`config.mk`:
```
export PLATFORM = sky130hd
export DESIGN_NAME = rtc_core
export DESIGN_NICKNAME = d
export VERILOG_FILES = /design/src/rtl/rtc_core_pkg.sv /design/src/rtl/rtc_alias_reg.sv /design/src/rtl/rtc_sec_counter.sv /design/src/rtl/rtc_alarm_cmp.sv /design/src/rtl/rtc_core.sv
export SDC_FILE = /design/constraint.sdc
export NUM_CORES = 1
export LEC_CHECK = 0
export BUFFER_PORTS_ARGS = -buffer_cell sky130_fd_sc_hd__buf_2
export CORE_ASPECT_RATIO = 1.5
export CORE_MARGIN = 1.5
export CORE_UTILIZATION = 30
export DETAILED_ROUTE_END_ITERATION = 8
export GPL_TIMING_DRIVEN = 1
export HOLD_SLACK_MARGIN = 0.12
export SLEW_MARGIN = 20
export SYNTH_ARGS = -nofsm -noshare
export SYNTH_HDL_FRONTEND = slang
export SYNTH_SLANG_ARGS = --single-unit
```
`constraint.sdc`:
```
create_clock -name clk -period 5.13 [get_ports clk]
set_input_delay 0.513 -clock clk [delete_from_list [all_inputs] [get_ports clk]]
set_output_delay 0.513 -clock clk [all_outputs]
set_load 0.02 [all_outputs]
```
`src/rtl/rtc_core_pkg.sv`:
```
package rtc_core_pkg;

    localparam int ADDR_W = 8;

    localparam logic [ADDR_W-1:0] OFF_MODE  = 8'h00;
    localparam logic [ADDR_W-1:0] OFF_IDENT = 8'h10;
    localparam logic [ADDR_W-1:0] OFF_SECS  = 8'h30;
    localparam logic [ADDR_W-1:0] OFF_ALARM = 8'h40;
    localparam logic [ADDR_W-1:0] OFF_KEEP  = 8'h60;
    localparam logic [ADDR_W-1:0] ALIAS_SET_STEP = 8'h04;
    localparam logic [ADDR_W-1:0] ALIAS_CLR_STEP = 8'h08;

    localparam int MODE_IRQ_EN_BIT = 0;
    localparam int MODE_MS_EN_BIT  = 1;
    localparam int MODE_FLAG_BIT   = 2;
    localparam int MODE_WD_EN_BIT  = 4;

    localparam int KEEP_WAKE_EN_BIT = 1;
    localparam int KEEP_ARM_BIT     = 2;
    localparam int KEEP_WOKE_BIT    = 7;

    typedef enum logic [1:0] {
        ALIAS_NONE,
        ALIAS_WHOLE,
        ALIAS_OR,
        ALIAS_CLEAR
    } alias_e;

    typedef struct packed {
        logic              en;
        logic [ADDR_W-1:0] addr;
        logic [31:0]       data;
    } bus_wr_t;

    function automatic alias_e alias_of(input logic [ADDR_W-1:0] addr,
                                        input logic [ADDR_W-1:0] base);
        if (addr == base)                       return ALIAS_WHOLE;
        else if (addr == base + ALIAS_SET_STEP) return ALIAS_OR;
        else if (addr == base + ALIAS_CLR_STEP) return ALIAS_CLEAR;
        else                                    return ALIAS_NONE;
    endfunction

    function automatic logic [31:0] alias_apply(input alias_e kind,
                                                input logic [31:0] cur,
                                                input logic [31:0] wdata);
        case (kind)
            ALIAS_WHOLE: return wdata;
            ALIAS_OR:    return cur | wdata;
            ALIAS_CLEAR: return cur & ~wdata;
            default:     return cur;
        endcase
    endfunction

endpackage

```
`src/rtl/rtc_alias_reg.sv`:
```
module rtc_alias_reg
    import rtc_core_pkg::*;
#(
    parameter int                DATA_W = 32,
    parameter logic [ADDR_W-1:0] BASE   = '0,
    parameter logic [DATA_W-1:0] MASK   = '1
) (
    input  logic              clk,
    input  logic              rst,
    input  bus_wr_t           wr,
    input  logic [DATA_W-1:0] hw_set,
    output logic [DATA_W-1:0] q
);
    alias_e            kind;
    logic [31:0]       sw_next;
    logic [DATA_W-1:0] nxt;

    always_comb begin
        kind    = wr.en ? alias_of(wr.addr, BASE) : ALIAS_NONE;
        sw_next = alias_apply(kind, 32'(q), wr.data);
        // a hardware event in the same cycle as a software clear is kept
        nxt     = (sw_next[DATA_W-1:0] | hw_set) & MASK;
    end

    always_ff @(posedge clk) begin
        if (rst) q <= '0;
        else     q <= nxt;
    end
endmodule

```
`src/rtl/rtc_sec_counter.sv`:
```
module rtc_sec_counter #(
    parameter int DATA_W = 32
) (
    input  logic              clk,
    input  logic              rst,
    input  logic              load,
    input  logic [DATA_W-1:0] load_val,
    input  logic              tick,
    output logic [DATA_W-1:0] secs
);
    always_ff @(posedge clk) begin
        if (rst)       secs <= '0;
        else if (load) secs <= load_val;
        else if (tick) secs <= secs + DATA_W'(1);
    end
endmodule

```
`src/rtl/rtc_alarm_cmp.sv`:
```
module rtc_alarm_cmp #(
    parameter int DATA_W = 32
) (
    input  logic              clk,
    input  logic              rst,
    input  logic [DATA_W-1:0] secs,
    input  logic [DATA_W-1:0] alarm,
    input  logic              armed,
    output logic              hit
);
    logic equal_now;
    logic equal_q;

    assign equal_now = (secs == alarm);
    assign hit       = armed && equal_now && !equal_q;

    always_ff @(posedge clk) begin
        if (rst) equal_q <= 1'b1;
        else     equal_q <= equal_now;
    end
endmodule

```
`src/rtl/rtc_core.sv`:
```
module rtc_core
    import rtc_core_pkg::*;
#(
    parameter int DATA_W = 32
) (
    input  logic              clk,
    input  logic              rst,
    input  logic              bus_wr_en,
    input  logic [ADDR_W-1:0] bus_addr,
    input  logic [DATA_W-1:0] bus_wdata,
    output logic [DATA_W-1:0] bus_rdata,
    input  logic              tick_in,
    output logic              irq_out
);
    localparam logic [DATA_W-1:0] MODE_MASK =
        DATA_W'((1 << MODE_IRQ_EN_BIT) | (1 << MODE_MS_EN_BIT) |
                (1 << MODE_FLAG_BIT)   | (1 << MODE_WD_EN_BIT));
    localparam logic [DATA_W-1:0] KEEP_MASK =
        DATA_W'((1 << KEEP_WAKE_EN_BIT) | (1 << KEEP_ARM_BIT) |
                (1 << KEEP_WOKE_BIT));
    localparam logic [DATA_W-1:0] IDENT_VALUE = DATA_W'(1) << (DATA_W - 1);

    bus_wr_t           wr;
    logic [DATA_W-1:0] mode_q;
    logic [DATA_W-1:0] keep_q;
    logic [DATA_W-1:0] sec_q;
    logic [DATA_W-1:0] alarm_q;
    logic [DATA_W-1:0] mode_hw;
    logic [DATA_W-1:0] keep_hw;
    logic              alarm_hit;

    always_comb begin
        wr.en   = bus_wr_en;
        wr.addr = bus_addr;
        wr.data = 32'(bus_wdata);
    end

    always_comb begin
        mode_hw = '0;
        keep_hw = '0;
        mode_hw[MODE_FLAG_BIT] = alarm_hit;
        keep_hw[KEEP_WOKE_BIT] = alarm_hit && keep_q[KEEP_WAKE_EN_BIT];
    end

    rtc_alias_reg #(.DATA_W(DATA_W), .BASE(OFF_MODE), .MASK(MODE_MASK)) mode_reg_i (
        .clk(clk), .rst(rst), .wr(wr), .hw_set(mode_hw), .q(mode_q)
    );

    rtc_alias_reg #(.DATA_W(DATA_W), .BASE(OFF_KEEP), .MASK(KEEP_MASK)) keep_reg_i (
        .clk(clk), .rst(rst), .wr(wr), .hw_set(keep_hw), .q(keep_q)
    );

    rtc_sec_counter #(.DATA_W(DATA_W)) sec_i (
        .clk(clk), .rst(rst),
        .load(bus_wr_en && bus_addr == OFF_SECS),
        .load_val(bus_wdata),
        .tick(tick_in),
        .secs(sec_q)
    );

    always_ff @(posedge clk) begin
        if (rst)                                      alarm_q <= '0;
        else if (bus_wr_en && bus_addr == OFF_ALARM)  alarm_q <= bus_wdata;
    end

    rtc_alarm_cmp #(.DATA_W(DATA_W)) cmp_i (
        .clk(clk), .rst(rst),
        .secs(sec_q), .alarm(alarm_q),
        .armed(keep_q[KEEP_ARM_BIT]),
        .hit(alarm_hit)
    );

    assign irq_out = mode_q[MODE_IRQ_EN_BIT] && mode_q[MODE_FLAG_BIT];

    always_comb begin
        case (bus_addr)
            OFF_MODE:  bus_rdata = mode_q;
            OFF_IDENT: bus_rdata = IDENT_VALUE;
            OFF_SECS:  bus_rdata = sec_q;
            OFF_ALARM: bus_rdata = alarm_q;
            OFF_KEEP:  bus_rdata = keep_q;
            default:   bus_rdata = '0;
        endcase
    end
endmodule

```
==> reports/qor.csv <==
stage;metric;value;unit
yosys;Synth Instances;491;
timing;Hold Vio Cnt, Final;0;
yosys;register area share after synthesis;0.3678;
global_routing;initial antenna violation count;0;
route;Via density;5.242;
yosys;Post-Syn Area;3919;µm²
cts;worst skew pair latency;0.33;ns
cts;post-cts sizing count;0;
yosys;EDFF count, synth;0;
yosys;share of the synthesized area in the top cell type;0.3678;
pwr;P per Cell Area;271.2;nW/µm²
setup_path;Critical Path AT;2.41;ns
timing;worst-margin pin slew;1.037;ns
timing;crit share post-route;0.5696;
cts;CTS tree;done;
cts;CTS sink count;72;
yosys;synthesis-stage register bit count;72;
setup_path;Worst path slowest cell;and4_1;
cts;Worst-path clk slew;0.06;ns
cts;post-CTS setup buffer count;0;
worst_hold_path;min-delay worst type;input port to register;
cts;CTS buffer count;9;
yosys;Primary FF master, synth;dfxtp_1;
floorplan;full die area;13770;µm²
place;DP Cell Count;692;
timing;Max-slew headroom;0.3049;
cells_and_area;layout cells sized above 1;0.1916;
cells_and_area;Final #Nets;589;
pwr;worst vdd ir;153.4;µV
timing;Worst Skew;0.008046;ns
yosys;Synthesized Nets;536;
cts;H-tree depth;3;
setup_path;cell breakdown of the critical path;buf_2 > nor3_2 > and4_1 > buf_4 > a22o_1 > buf_2;
job;max_cap viols;0;
timing;Slew Viols, Final;0;
route;Initial DRC Count;237;
yosys;asr flop ratio synth;0;
route;vias;3706;
setup_path;worst stage delay on the critical path;0.69;ns
timing;RSZ-0062 raised after global routing;false;
route;DRC Markers;0;
yosys;number of library cell types mapped by synthesis;41;
route;DR pass1 iterations;4;
floorplan;Initial Utilization;0.3040;
cts;CTS root buf;clkbuf_16;
floorplan;Die Ht;143.0;µm
timing;f_max;342.2;MHz
yosys;Yosys Warn Count;0;
place;port bufs;76;
setup_path;Crit Path Max Fanout;18;
place;post-DP HPWL;8426;µm
cells_and_area;area growth from synthesis to layout;19.92;%
floorplan;Die Wd;96.32;µm
cells_and_area;Ant. Diodes;0;
timing;Final Setup Violations;0;
setup_path;Worst Setup End Kind;output port;
outcome;status;completed;
setup_path;cell mode on critical path;buf_2;
place;GPL Wtd Cong;0.7973;
cts;Hold Buf Count CTS;0;
floorplan;Site Rows;51;
floorplan;Ports;77;
global_routing;gr ovfl total;0;
route;routed len/inst;16.61;µm
route;ANT nets after route;0;
setup_path;CP delay by family, top;simple AND/OR/NAND/NOR gates;
pwr;Leakage;0.001755;µW
global_routing;GRT Total Usage;0.1742;
timing;TNS Setup;0;ns
yosys;cell taking the most area after synthesis;dfxtp_1;
global_routing;global-route wire length before repair;18150;µm
setup_path;Critical Path Source Type;input port;
yosys;synth top area cells;dfxtp_1 (37%), xnor2_1 (8.5%), nand2_1 (8.2%), a211oi_1 (6.1%), a22o_1 (5.6%);
global_routing;largest net degree at the start of global routing;75;
cells_and_area;post-route insts no fill;707;
cells_and_area;commonest non-fill, non-tap cell in the layout;nand2_1;
route;detailed-route wire length;11740;µm
cts;clk buf depth;2;
timing;Final min period;2.922;ns
cells_and_area;most frequent cells in the layout;nand2_1 (86), buf_2 (76), dfxtp_1 (72), nor2_1 (43), a21oi_1 (41);
yosys;Avg Cell Area, Syn;7.981;µm²
global_routing;vias in the first global route;3569;
floorplan;Core ar.;12890;µm²
setup_path;critical path type;input port to output port;
setup_path;required time of the worst setup path;4.62;ns
setup_path;Buf/Inv on CP;3;
[cell families after synthesis]
kind of cell               count (synthesis)  synth area share
AOI/OAI and AO/OA                        117            0.2063
xor gates and xnor gates                  63            0.1408
adders and majority gates                  1          0.003192
buffers and inverters                     44           0.04566
DFF                                       72            0.3678
muxes                                      1          0.002554
and+or+nand+nor                          193            0.2337
[final timing paths]
check / start / end / slack, ns / cells past startpoint
max: bus_addr[7] / bus_rdata[8] / 2.21 / 6
min: bus_wdata[3] / alarm_q[3]$_SDFFE_PP0P_ / 0.43 / 3
max reg2reg: sec_i.secs[1]$_SDFFE_PP0P_ / sec_i.secs[26]$_SDFFE_PP0P_ / 2.67 / 6
min reg2reg: mode_reg_i.q[4]$_SDFFE_PP0P_ / mode_reg_i.q[4]$_SDFFE_PP0P_ / 0.47 / 2
[flip-flops by register name, summed over array words and instances (netlist names)]
register and flops:
alarm_q 32, sec_i.secs 32, mode_reg_i.q 4, keep_reg_i.q 3
cmp_i.equal_q 1
[worst min-delay path: cells and delay by family]
| family | cells | cell delay, ns |
|---|---|---|
| buffers and inverters | 1 | 0.11 |
| AOI/OAI and AO/OA | 1 | 0.05 |
| and+or+nand+nor | 1 | 0.05 |
[where the power goes]
group / leakage, µW / total, µW / switching (µW) / internal, µW
clock: 0.000148 / 645 / 231 / 414
combinational: 0.00103 / 61.5 / 37.8 / 23.7
sequential: 0.000580 / 568 / 5.06 / 563
[layer usage]
metal	track usage	part of all wire	up-vias
li1	-	-	1843
met5	0	0	-
met3	0.03461	0.041	28
met1	0.2040	0.42	1735
met2	0.3013	0.50	100
met4	0.07628	0.035	0
[synthesized netlist by cell type, types with 2 or more instances]
cell,n
inv_1,6
and4_1,4
clkbuf_1,25
and3_1,4
a21o_1,2
dfxtp_1,72
nor2b_1,5
and2_1,2
o21ai_0,3
xor2_1,25
nor3_1,2
nand2_1,86
clkbuf_2,2
nor2_1,43
buf_2,9
a22o_1,25
nor4_1,4
nand4_1,20
nand3_1,14
a222oi_1,3
xnor2_1,38
a22oi_1,4
buf_1,2
a21oi_1,41
a211oi_1,32
o31ai_1,2
o22ai_1,2
[stage by stage]
stage	util	setup WS (ns)	cell area, µm²	hold slack (ns)	power, µW
after floorplan	-	2.867	3919	0.4433	605.3
after global placement	0.3404	2.132	4388	0.4627	640.8
after detailed placement	0.3405	2.192	4389	0.4597	641.7
after CTS	0.3644	2.189	4697	0.4271	1287
after global routing	0.3646	2.046	4700	0.4370	1315
final	0.3646	2.208	4700	0.4346	1274
[final cells by class]
type	instances	area [µm²]
clock buffer	13	270.3
inverter	6	22.52
fill	1360	8190
multi-input combinational	375	2318
timing repair buffer	80	410.4
clock inverter	2	37.54
tap	159	198.9
sequential	72	1441
Power figures use the tool's default switching activity.
